File: config.mk
export PLATFORM = sky130hd
export DESIGN_NAME = rs_wakeup
export DESIGN_NICKNAME = d
export VERILOG_FILES = /design/src/rtl/rs_wakeup_pkg.sv /design/src/rtl/rs_wakeup_fwd.sv /design/src/rtl/rs_wakeup_ctrl.sv /design/src/rtl/rs_wakeup_data.sv /design/src/rtl/rs_wakeup.sv
export SDC_FILE = /design/constraint.sdc
export NUM_CORES = 1
export LEC_CHECK = 0
export ABC_AREA = 1
export CELL_PAD_IN_SITES_DETAIL_PLACEMENT = 0
export CELL_PAD_IN_SITES_GLOBAL_PLACEMENT = 1
export CORE_MARGIN = 4
export CORE_UTILIZATION = 44
export CTS_CLUSTER_SIZE = 25
export DETAILED_ROUTE_END_ITERATION = 16
export PLACE_DENSITY = 0.79
export SYNTH_ARGS = -nofsm -noshare
export SYNTH_HDL_FRONTEND = slang
export SYNTH_SLANG_ARGS = --single-unit
export TNS_END_PERCENT = 1
File: constraint.sdc
create_clock -name clk -period 2.4 [get_ports clk]
set_input_delay 0.48 -clock clk [delete_from_list [all_inputs] [get_ports clk]]
set_output_delay 0.48 -clock clk [all_outputs]
set_load 0.01 [all_outputs]
File: src/rtl/rs_wakeup_pkg.sv
package rs_wakeup_pkg;
  // Strobes from control to datapath, one per cycle.
  typedef struct packed {
    logic push;   // write the issue fields at the tail slot
    logic pop;    // head slot leaves toward the execution unit
    logic clear;  // flush: pointers return to zero
  } rsStrobe_t;
endpackage

File: src/rtl/rs_wakeup_fwd.sv
// Forwards a same-cycle broadcast into an operand field that is being issued.
module rs_wakeup_fwd #(
  parameter int DATA_W = 16,
  parameter int TAG_W  = 4
) (
  input  logic              inValid,
  input  logic [DATA_W-1:0] inField,
  input  logic              resValid,
  input  logic [TAG_W-1:0]  resTag,
  input  logic [DATA_W-1:0] resData,
  output logic              outValid,
  output logic [DATA_W-1:0] outField
);
  logic hit;
  assign hit      = !inValid && resValid && (inField[TAG_W-1:0] == resTag);
  assign outValid = inValid || hit;
  assign outField = hit ? resData : inField;
endmodule

File: src/rtl/rs_wakeup_ctrl.sv
module rs_wakeup_ctrl
  import rs_wakeup_pkg::*;
#(
  parameter int DEPTH = 4,
  localparam int PTR_W = $clog2(DEPTH),
  localparam int CNT_W = $clog2(DEPTH + 1)
) (
  input  logic             clk,
  input  logic             rstN,
  input  logic             flush,
  input  logic             issueValid,
  input  logic             euFree,
  input  logic             headReady,
  output logic             issueReady,
  output logic             dispValid,
  output rsStrobe_t        strobe,
  output logic [PTR_W-1:0] headPtr,
  output logic [PTR_W-1:0] tailPtr,
  output logic [CNT_W-1:0] occupancy
);
  logic [CNT_W-1:0] count;

  function automatic logic [PTR_W-1:0] stepPtr(input logic [PTR_W-1:0] p);
    return (p == PTR_W'(DEPTH - 1)) ? '0 : p + PTR_W'(1);
  endfunction

  assign issueReady   = count < CNT_W'(DEPTH);
  assign dispValid    = (count != '0) && headReady && euFree && !flush;
  assign strobe.push  = issueValid && issueReady && !flush;
  assign strobe.pop   = dispValid;
  assign strobe.clear = flush;
  assign occupancy    = count;

  always_ff @(posedge clk) begin
    if (!rstN || strobe.clear) begin
      headPtr <= '0;
      tailPtr <= '0;
      count   <= '0;
    end else begin
      if (strobe.pop)  headPtr <= stepPtr(headPtr);
      if (strobe.push) tailPtr <= stepPtr(tailPtr);
      case ({strobe.push, strobe.pop})
        2'b10:   count <= count + CNT_W'(1);
        2'b01:   count <= count - CNT_W'(1);
        default: count <= count;
      endcase
    end
  end
endmodule

File: src/rtl/rs_wakeup_data.sv
module rs_wakeup_data
  import rs_wakeup_pkg::*;
#(
  parameter int DEPTH  = 4,
  parameter int DATA_W = 16,
  parameter int TAG_W  = 4,
  parameter int OP_W   = 4,
  localparam int PTR_W = $clog2(DEPTH),
  localparam int SRCS  = 2
) (
  input  logic                        clk,
  input  logic                        rstN,
  input  rsStrobe_t                   strobe,
  input  logic [PTR_W-1:0]            headPtr,
  input  logic [PTR_W-1:0]            tailPtr,
  input  logic [OP_W-1:0]             issueOp,
  input  logic [TAG_W-1:0]            issueDstTag,
  input  logic [SRCS-1:0]             issueSlotValid,
  input  logic [SRCS-1:0][DATA_W-1:0] issueSlot,
  input  logic                        resValid,
  input  logic [TAG_W-1:0]            resTag,
  input  logic [DATA_W-1:0]           resData,
  output logic                        headReady,
  output logic [OP_W-1:0]             dispOp,
  output logic [TAG_W-1:0]            dispDstTag,
  output logic [SRCS-1:0][DATA_W-1:0] dispSlot
);
  logic [OP_W-1:0]             opArr     [DEPTH];
  logic [TAG_W-1:0]            dstArr    [DEPTH];
  logic [SRCS-1:0][DATA_W-1:0] slotVal   [DEPTH];
  logic [SRCS-1:0]             slotValid [DEPTH];
  logic [SRCS-1:0]             wake      [DEPTH];
  logic [SRCS-1:0]             fwdValid;
  logic [SRCS-1:0][DATA_W-1:0] fwdField;

  // Same-cycle broadcast bypass, one per source field of the incoming entry.
  for (genvar s = 0; s < SRCS; s++) begin : g_fwd
    rs_wakeup_fwd #(.DATA_W(DATA_W), .TAG_W(TAG_W)) u_fwd (
      .inValid (issueSlotValid[s]),
      .inField (issueSlot[s]),
      .resValid(resValid),
      .resTag  (resTag),
      .resData (resData),
      .outValid(fwdValid[s]),
      .outField(fwdField[s])
    );
  end

  // Associative tag compare across every stored source field.
  for (genvar e = 0; e < DEPTH; e++) begin : g_cmp
    for (genvar s = 0; s < SRCS; s++) begin : g_src
      assign wake[e][s] = resValid && !slotValid[e][s] &&
                          (slotVal[e][s][TAG_W-1:0] == resTag);
    end
  end

  always_ff @(posedge clk) begin
    for (int e = 0; e < DEPTH; e++) begin
      if (!rstN) begin
        opArr[e]     <= '0;
        dstArr[e]    <= '0;
        slotVal[e]   <= '0;
        slotValid[e] <= '0;
      end else if (strobe.push && (tailPtr == PTR_W'(e))) begin
        opArr[e]     <= issueOp;
        dstArr[e]    <= issueDstTag;
        slotVal[e]   <= fwdField;
        slotValid[e] <= fwdValid;
      end else begin
        for (int s = 0; s < SRCS; s++) begin
          if (wake[e][s]) begin
            slotVal[e][s]   <= resData;
            slotValid[e][s] <= 1'b1;
          end
        end
      end
    end
  end

  assign headReady  = &slotValid[headPtr];
  assign dispOp     = opArr[headPtr];
  assign dispDstTag = dstArr[headPtr];
  assign dispSlot   = slotVal[headPtr];
endmodule

File: src/rtl/rs_wakeup.sv
module rs_wakeup
  import rs_wakeup_pkg::*;
#(
  parameter int DEPTH  = 4,
  parameter int DATA_W = 16,
  parameter int TAG_W  = 4,
  parameter int OP_W   = 4,
  localparam int PTR_W = $clog2(DEPTH),
  localparam int CNT_W = $clog2(DEPTH + 1)
) (
  input  logic              clk,
  input  logic              rstN,
  input  logic              flush,
  input  logic              issueValid,
  output logic              issueReady,
  input  logic [OP_W-1:0]   issueOp,
  input  logic [TAG_W-1:0]  issueDstTag,
  input  logic              issueSrcAValid,
  input  logic [DATA_W-1:0] issueSrcA,
  input  logic              issueSrcBValid,
  input  logic [DATA_W-1:0] issueSrcB,
  input  logic              resValid,
  input  logic [TAG_W-1:0]  resTag,
  input  logic [DATA_W-1:0] resData,
  input  logic              euFree,
  output logic              dispValid,
  output logic [OP_W-1:0]   dispOp,
  output logic [TAG_W-1:0]  dispDstTag,
  output logic [DATA_W-1:0] dispSrcA,
  output logic [DATA_W-1:0] dispSrcB
);
  rsStrobe_t              strobe;
  logic [PTR_W-1:0]       headPtr;
  logic [PTR_W-1:0]       tailPtr;
  logic [CNT_W-1:0]       occupancy;
  logic                   headReady;
  logic [1:0][DATA_W-1:0] dispSlot;

  rs_wakeup_ctrl #(.DEPTH(DEPTH)) u_ctrl (
    .clk       (clk),
    .rstN      (rstN),
    .flush     (flush),
    .issueValid(issueValid),
    .euFree    (euFree),
    .headReady (headReady),
    .issueReady(issueReady),
    .dispValid (dispValid),
    .strobe    (strobe),
    .headPtr   (headPtr),
    .tailPtr   (tailPtr),
    .occupancy (occupancy)
  );

  rs_wakeup_data #(.DEPTH(DEPTH), .DATA_W(DATA_W), .TAG_W(TAG_W), .OP_W(OP_W)) u_data (
    .clk           (clk),
    .rstN          (rstN),
    .strobe        (strobe),
    .headPtr       (headPtr),
    .tailPtr       (tailPtr),
    .issueOp       (issueOp),
    .issueDstTag   (issueDstTag),
    .issueSlotValid({issueSrcBValid, issueSrcAValid}),
    .issueSlot     ({issueSrcB, issueSrcA}),
    .resValid      (resValid),
    .resTag        (resTag),
    .resData       (resData),
    .headReady     (headReady),
    .dispOp        (dispOp),
    .dispDstTag    (dispDstTag),
    .dispSlot      (dispSlot)
  );

  assign dispSrcA = dispSlot[0];
  assign dispSrcB = dispSlot[1];
endmodule

### Word-level counts from Yosys, hierarchy flattened

Memories as Yosys holds them, arrays and structs flattened. A register that Yosys moved wholly into a read port is not among the register bits.
Index checks and enable logic that the tools add are counted.

* input bits: 68
* bits in registers: 7
* logic and storage cells: 198
* memories kept: 4
* RAM bits: 168

Memory list
* u_data.slotVal: depth 4, width 32, read ports 5, clocked after Yosys merged registers in 1, write ports 4, RTL line rs_wakeup_data.sv:30 `logic [SRCS-1:0][DATA_W-1:0] slotVal [DEPTH];`
* u_data.dstArr: depth 4, width 4, read ports 1, clocked after Yosys merged registers in 1, write ports 4, RTL line rs_wakeup_data.sv:29 `logic [TAG_W-1:0] dstArr [DEPTH];`
* u_data.opArr: depth 4, width 4, read ports 1, clocked after Yosys merged registers in 1, write ports 4, RTL line rs_wakeup_data.sv:28 `logic [OP_W-1:0] opArr [DEPTH];`
* u_data.slotValid: depth 4, width 2, read ports 5, clocked after Yosys merged registers in 1, write ports 4, RTL line rs_wakeup_data.sv:31 `logic [SRCS-1:0] slotValid [DEPTH];`

* muxes and demuxes: 90
* reduce and logical (&&, ||, !) cells: 48
* $lt $le $gt $ge: 1
* eq/ne operators: 16
* bitwise gates (word level): 32
* $add $sub $neg: 4

Operators by type and width (number)
* $mux 16: 10
* $mux 32: 4
* $mux 1: 53
* $eq 4x4->1: 10
* $mux 4: 8
* $or 1x1->1: 32
* $logic_and 1x1->1: 29
* $mux 2: 14
* $logic_not 1->1: 12
* $eq 2x2->1 const B: 4
* $pmux 3 s2: 1
* $add 2x1->2 const B: 2
* $eq 2x1->1 const B: 2
* $add 3x1->3 const B: 1
* $logic_or 1x1->1: 3
* $lt 3x3->1 const B: 1
* $reduce_bool 3->1: 1
* $sub 3x1->3 const B: 1
* $logic_not 2->1: 1
* $reduce_and 2->1: 1
* $reduce_bool 2->1: 1

### Logic depth before layout (Yosys ltp)

* word-level depth: 9
* depth in mapped cells: 12
* gate-level depth less buffers: 12

### By module

A second synthesis with hierarchy kept.

* cells, all modules: 1298
* area, all modules: 10347.4 um2

By module, submodules not included
* rs_wakeup_data: sequential area each 5044.8 um2, cells an instance 1092, instances 1, area each 9173.8 um2
* rs_wakeup_fwd: sequential area each 0.0 um2, cells an instance 73, instances 2, area each 374.1 um2
* rs_wakeup_ctrl: sequential area each 140.1 um2, cells an instance 60, instances 1, area each 425.4 um2

### Worst setup path after synthesis

Ideal clock, no wire load.

* path type: input to register
* from: in flush
* to: reg u_ctrl.count[2] (netlist: u_ctrl.occupancy[2])
* arrival: 1945 ps
* path slack: 333 ps
* setup time: 122 ps
* stages: 12
* cells stage by stage: inv_1 -> nand2_1 -> a21oi_1 -> nand3_1 -> inv_1 -> ha_1 -> inv_1 -> fa_1 -> a21oi_1 -> o21ai_0 -> o21ai_0 -> a21oi_1

* longest elaborated chain between the ends: 4

RTL lines
* start: declaration: RTL line rs_wakeup.sv:13 `input logic flush,`
* $logic_not 1->1 *: RTL line rs_wakeup_ctrl.sv:28 `assign dispValid = (count != '0) && headReady && euFree && !flush;`
* $logic_and 1x1->1 *: RTL line rs_wakeup_ctrl.sv:28
* net dispValid: RTL line rs_wakeup.sv:26 `output logic dispValid,`
* $eq 2x1->1 or $eq 2x2->1 (tied branches): RTL line rs_wakeup_ctrl.sv:42 `case ({strobe.push, strobe.pop})`
* $pmux 3 s2 or $reduce_bool 2->1 (tied branches)
* end signal: assignment: RTL line rs_wakeup_ctrl.sv:43 `2'b10: count <= count + CNT_W'(1);`
* end signal: assignment: RTL line rs_wakeup_ctrl.sv:44 `2'b01: count <= count - CNT_W'(1);`
* end signal: assignment: RTL line rs_wakeup_ctrl.sv:45 `default: count <= count;`
* end: declaration: RTL line rs_wakeup_ctrl.sv:21 `logic [CNT_W-1:0] count;`

The timed path passes the listed nets; every way through them passes the cells marked *.
A chain may end at the register's enable or synchronous reset.

==> metrics.md <==
| Metric | Value |
|---|---|
| Outcome | `finished clean` |
| Gr busiest metal | `met2` |
| Avg Synthesized Cell Area | `8.53 um2` |
| Clock sink count | `about 180` |
| Critical Path RT | `about 1.9 ns` |
| Sequential area share after synthesis | `about half` |
| Final Hold Fails | `0` |
| Met3 Resource Use GR | `approximately 5.2%` |
| Total track usage | `between 20% and 30%` |
| Pwr dens | `565 nW/um2` |
| Cell Rows | `56` |
| Largest net degree at the start of global routing | `between 40 and 50` |
| Core Area | `approximately 24000 um2` |
| DRT Wirelength | `about 38000 um` |
| Setup TNS | `0 ns` |
| Initial Util | `between 40% and 50%` |
| Antenna Cells | `0` |
| Crit-path max cell delay | `around 0.4 ns` |
| Register area | `between 5000 and 6000 um2` |
| Worst skew pair latency | `approximately 0.44 ns` |
| Clock transition at path regs | `~0.07 ns` |
| Total power draw | `around 7.7 mW` |
| Hold_buf cts | `0` |
| Crit-path max FO | `23` |
| First-pass GRT wire length | `56400 um` |
| Clock root buffer | `clkbuf_16` |
| Gate count of the mapped netlist | `1261` |
| Via density | `around 5.9` |
| Die height | `between 150 and 200 um` |
| Yosys cell types | `37` |
| Comb power frac | `~16%` |
| Vias post-DR | `between 10k and 15k` |
| Syn_nets | `roughly 1.3k` |
| Antenna Nets Post-Route | `0` |
| Slew margin rel. | `68.8%` |
| WS Path Type | `flip-flop to output pin` |
| H-tree Lvls | `4` |
| Power share of the clock group | `37.3%` |
| CP most frequent cell | `a21oi_1` |
| Most common library cell in the layout ignoring fill and taps | `nand2_1` |
| Max-slew violation count | `0` |
| Met1 Use GR | `~36%` |
| Hold slack | `between 0.5 and 0.6 ns` |
| Number of max-cap violations | `0` |
| HP Class | `flip-flop to flip-flop` |
| Multi-input gate area | `approximately 4700 um2` |
| Post-DP HPWL | `between 20000 and 30000 um` |
| Routed wire length per instance | `roughly 22 um` |
| DIE AREA | `around 27000 um2` |
| Final instance area | `about 14000 um2` |
| Antenna violations before repair | `0` |
| Place WS | `-0.128 ns` |
| Worst setup SP type | `flip-flop` |
| Crit path DAT | `1.87 ns` |
| Leakage | `approximately 6.0 nW` |
| Sw Share | `27.6%` |
| Synthesized flop and latch total | `~180` |
| Clock skew after layout | `0.0108 ns` |
| CTS tree | `built` |
| Final setup violation count | `0` |
| DRC viols | `0` |
| Met2 Usage GRT | `45.9%` |
| RSZ-0062 raised after global routing | `true` |
| GPL Wtd Cong | `0.930` |
| Total CTS buffers | `17` |
| Synthesis Warnings | `0` |
| Die width | `164 um` |
| Layout cells sized above 1 | `between 10% and 20%` |
| Number of global-route vias before repair | `between 9k and 10k` |
| Placed cell area | `around 13000 um2` |
| Initial DRC count | `1253` |
| Ys flop type | `edfxtp_1` |
| Psw | `between 2 and 2.5 mW` |
| Int Power | `roughly 5.6 mW` |
| Sequential power share | `46.9%` |
| # nets final | `1481` |
| TritonRoute pass-1 iters | `7` |
| Crit path cell chain | `inv_2, buf_12, o21ai_0, a21oi_1, a21oi_1, dlygate4sd2_1` |
| Setup Buffers After CTS | `0` |
| PortBufs | `between 100 and 150` |
| Fillers | `roughly 2.1k` |
| Final Cycle Share | `97.7%` |
| Setup ws final | `between 0.05 and 0.06 ns` |
| Ys async rst share | `0%` |
| Commonest non-fill, non-tap cells in the layout | `nand2_1 (231), nand3_1 (181), edfxtp_1 (168)` |
| Fmax | `around 430 MHz` |
| Area Growth Syn to Fin | `26.1%` |
| Grt ovf | `0` |
| CP endpoint kind | `output pin` |
| Worst-Margin Slew | `around 0.47 ns` |
| Clock Tree Buf Depth | `2` |
| Crit path time final | `approximately 2.3 ns` |
| # IOs | `110` |
| Post-synth EDFFs | `approximately 170` |
| Slowest CP cell | `dfxtp_2` |
| Peak supply drop | `about 0.00047 V` |
| Cell Area, Synth | `roughly 11000 um2` |
## worst paths after layout
path                             startpoint                               end  slack (ns)  cells after the start
max                               flip-flop                       dispSrcB[0]        0.05                      6
min          u_ctrl.headPtr[0]$_SDFFE_PP0N_                         flip-flop        0.52                      2
max reg2reg                       flip-flop  u_ctrl.occupancy[2]$_SDFFE_PP0P_        0.24                     12
min reg2reg  u_ctrl.headPtr[0]$_SDFFE_PP0N_                         flip-flop        0.52                      2
## per-stage QoR
step,util [%],instances
2_1_floorplan,-,1261
3_3_place_gp,54.6,1706
3_5_place_dp,54.6,1706
4_1_cts,57.0,1738
5_1_grt,57.1,1738
6_report,57.1,1738
## synthesized netlist by cell type (2+ instances only)
library cell  number  area, um2
inv_2              6       22.5
o211ai_1           2       15.0
a21oi_2            3       26.3
xor2_1             5       43.8
nand2_2           12       75.1
nand3_1          182        911
o22ai_1           41        257
ha_1               6       75.1
nand4_4           10        213
o21ai_0           88        440
buf_6              6       67.6
a21oi_1           24        120
clkbuf_1          43        161
nand2_1          231        867
nand2_4            9        101
nand3_4            2       35.0
nor2_2             9       56.3
or2_2              2       12.5
nor2_4            12        135
inv_1             95        357
buf_1              5       18.8
dfxtp_1            9        180
edfxtp_1         168       5040
buf_2             29        145
nor2_1           122        458
nand4_1          119        744
buf_4             11       82.6
## logic make-up after synthesis
family	after synthesis	synth area share, %
buffers and inverters	197	8.03
AND/OR/NAND/NOR	711	33.6
XOR/XNOR	6	0.488
flip-flops	177	48.6
AO/OA/AOI/OAI	163	8.42
adder cells (fa/ha/maj)	7	0.884
## registers in the layout, indices dropped and copies added (netlist names), named ones only
name,cells
u_data.opArr,16
u_data.slotValid,8
u_data.dstArr,16
u_data.slotVal,128
u_ctrl.occupancy,3
u_ctrl.tailPtr,2
u_ctrl.headPtr,2
## power groups by stage
stage	Clock (mW)	Combinational [mW]	Sequential, mW
floorplan	0	0.595	3.64
global placement	0	1.21	3.66
detailed placement	0	1.22	3.66
CTS	2.86	1.19	3.60
global route	2.99	1.28	3.61
finish	2.86	1.21	3.60
## worst max-delay path, delay by kind of cell (launching register included)
kind | cells | cell delay, ns
flip-flops | 1 | 0.39
buffers and inverters | 3 | 0.54
AO/OA/AOI/OAI | 3 | 0.49
## cell type report
class | count | area share, %
flip-flops and latches | 177 | 38.5
multi-input cells | 887 | 34.6
repair buffers | 220 | 16.8
clock buffers | 19 | 3.19
well taps | 319 | 2.94
inverters | 103 | 2.87
clock inverters | 13 | 1.11
## layer usage
layer / part of all wire, % / vias up / wire, um
li1: - / 4743 / -
met2: 47 / 621 / 17800
met5: 0 / - / 0
met3: 9.0 / 93 / 3400
met1: 40 / 4831 / 15200
met4: 3.1 / 0 / 1160
## what timing repair did
item / in CTS / in global routing
cloned: 0 / 0
pin swaps: 1 / 1
resized for setup: 44 / 13
endpoints found under the setup margin: 41 / 11
Power figures use the tool's default switching activity.
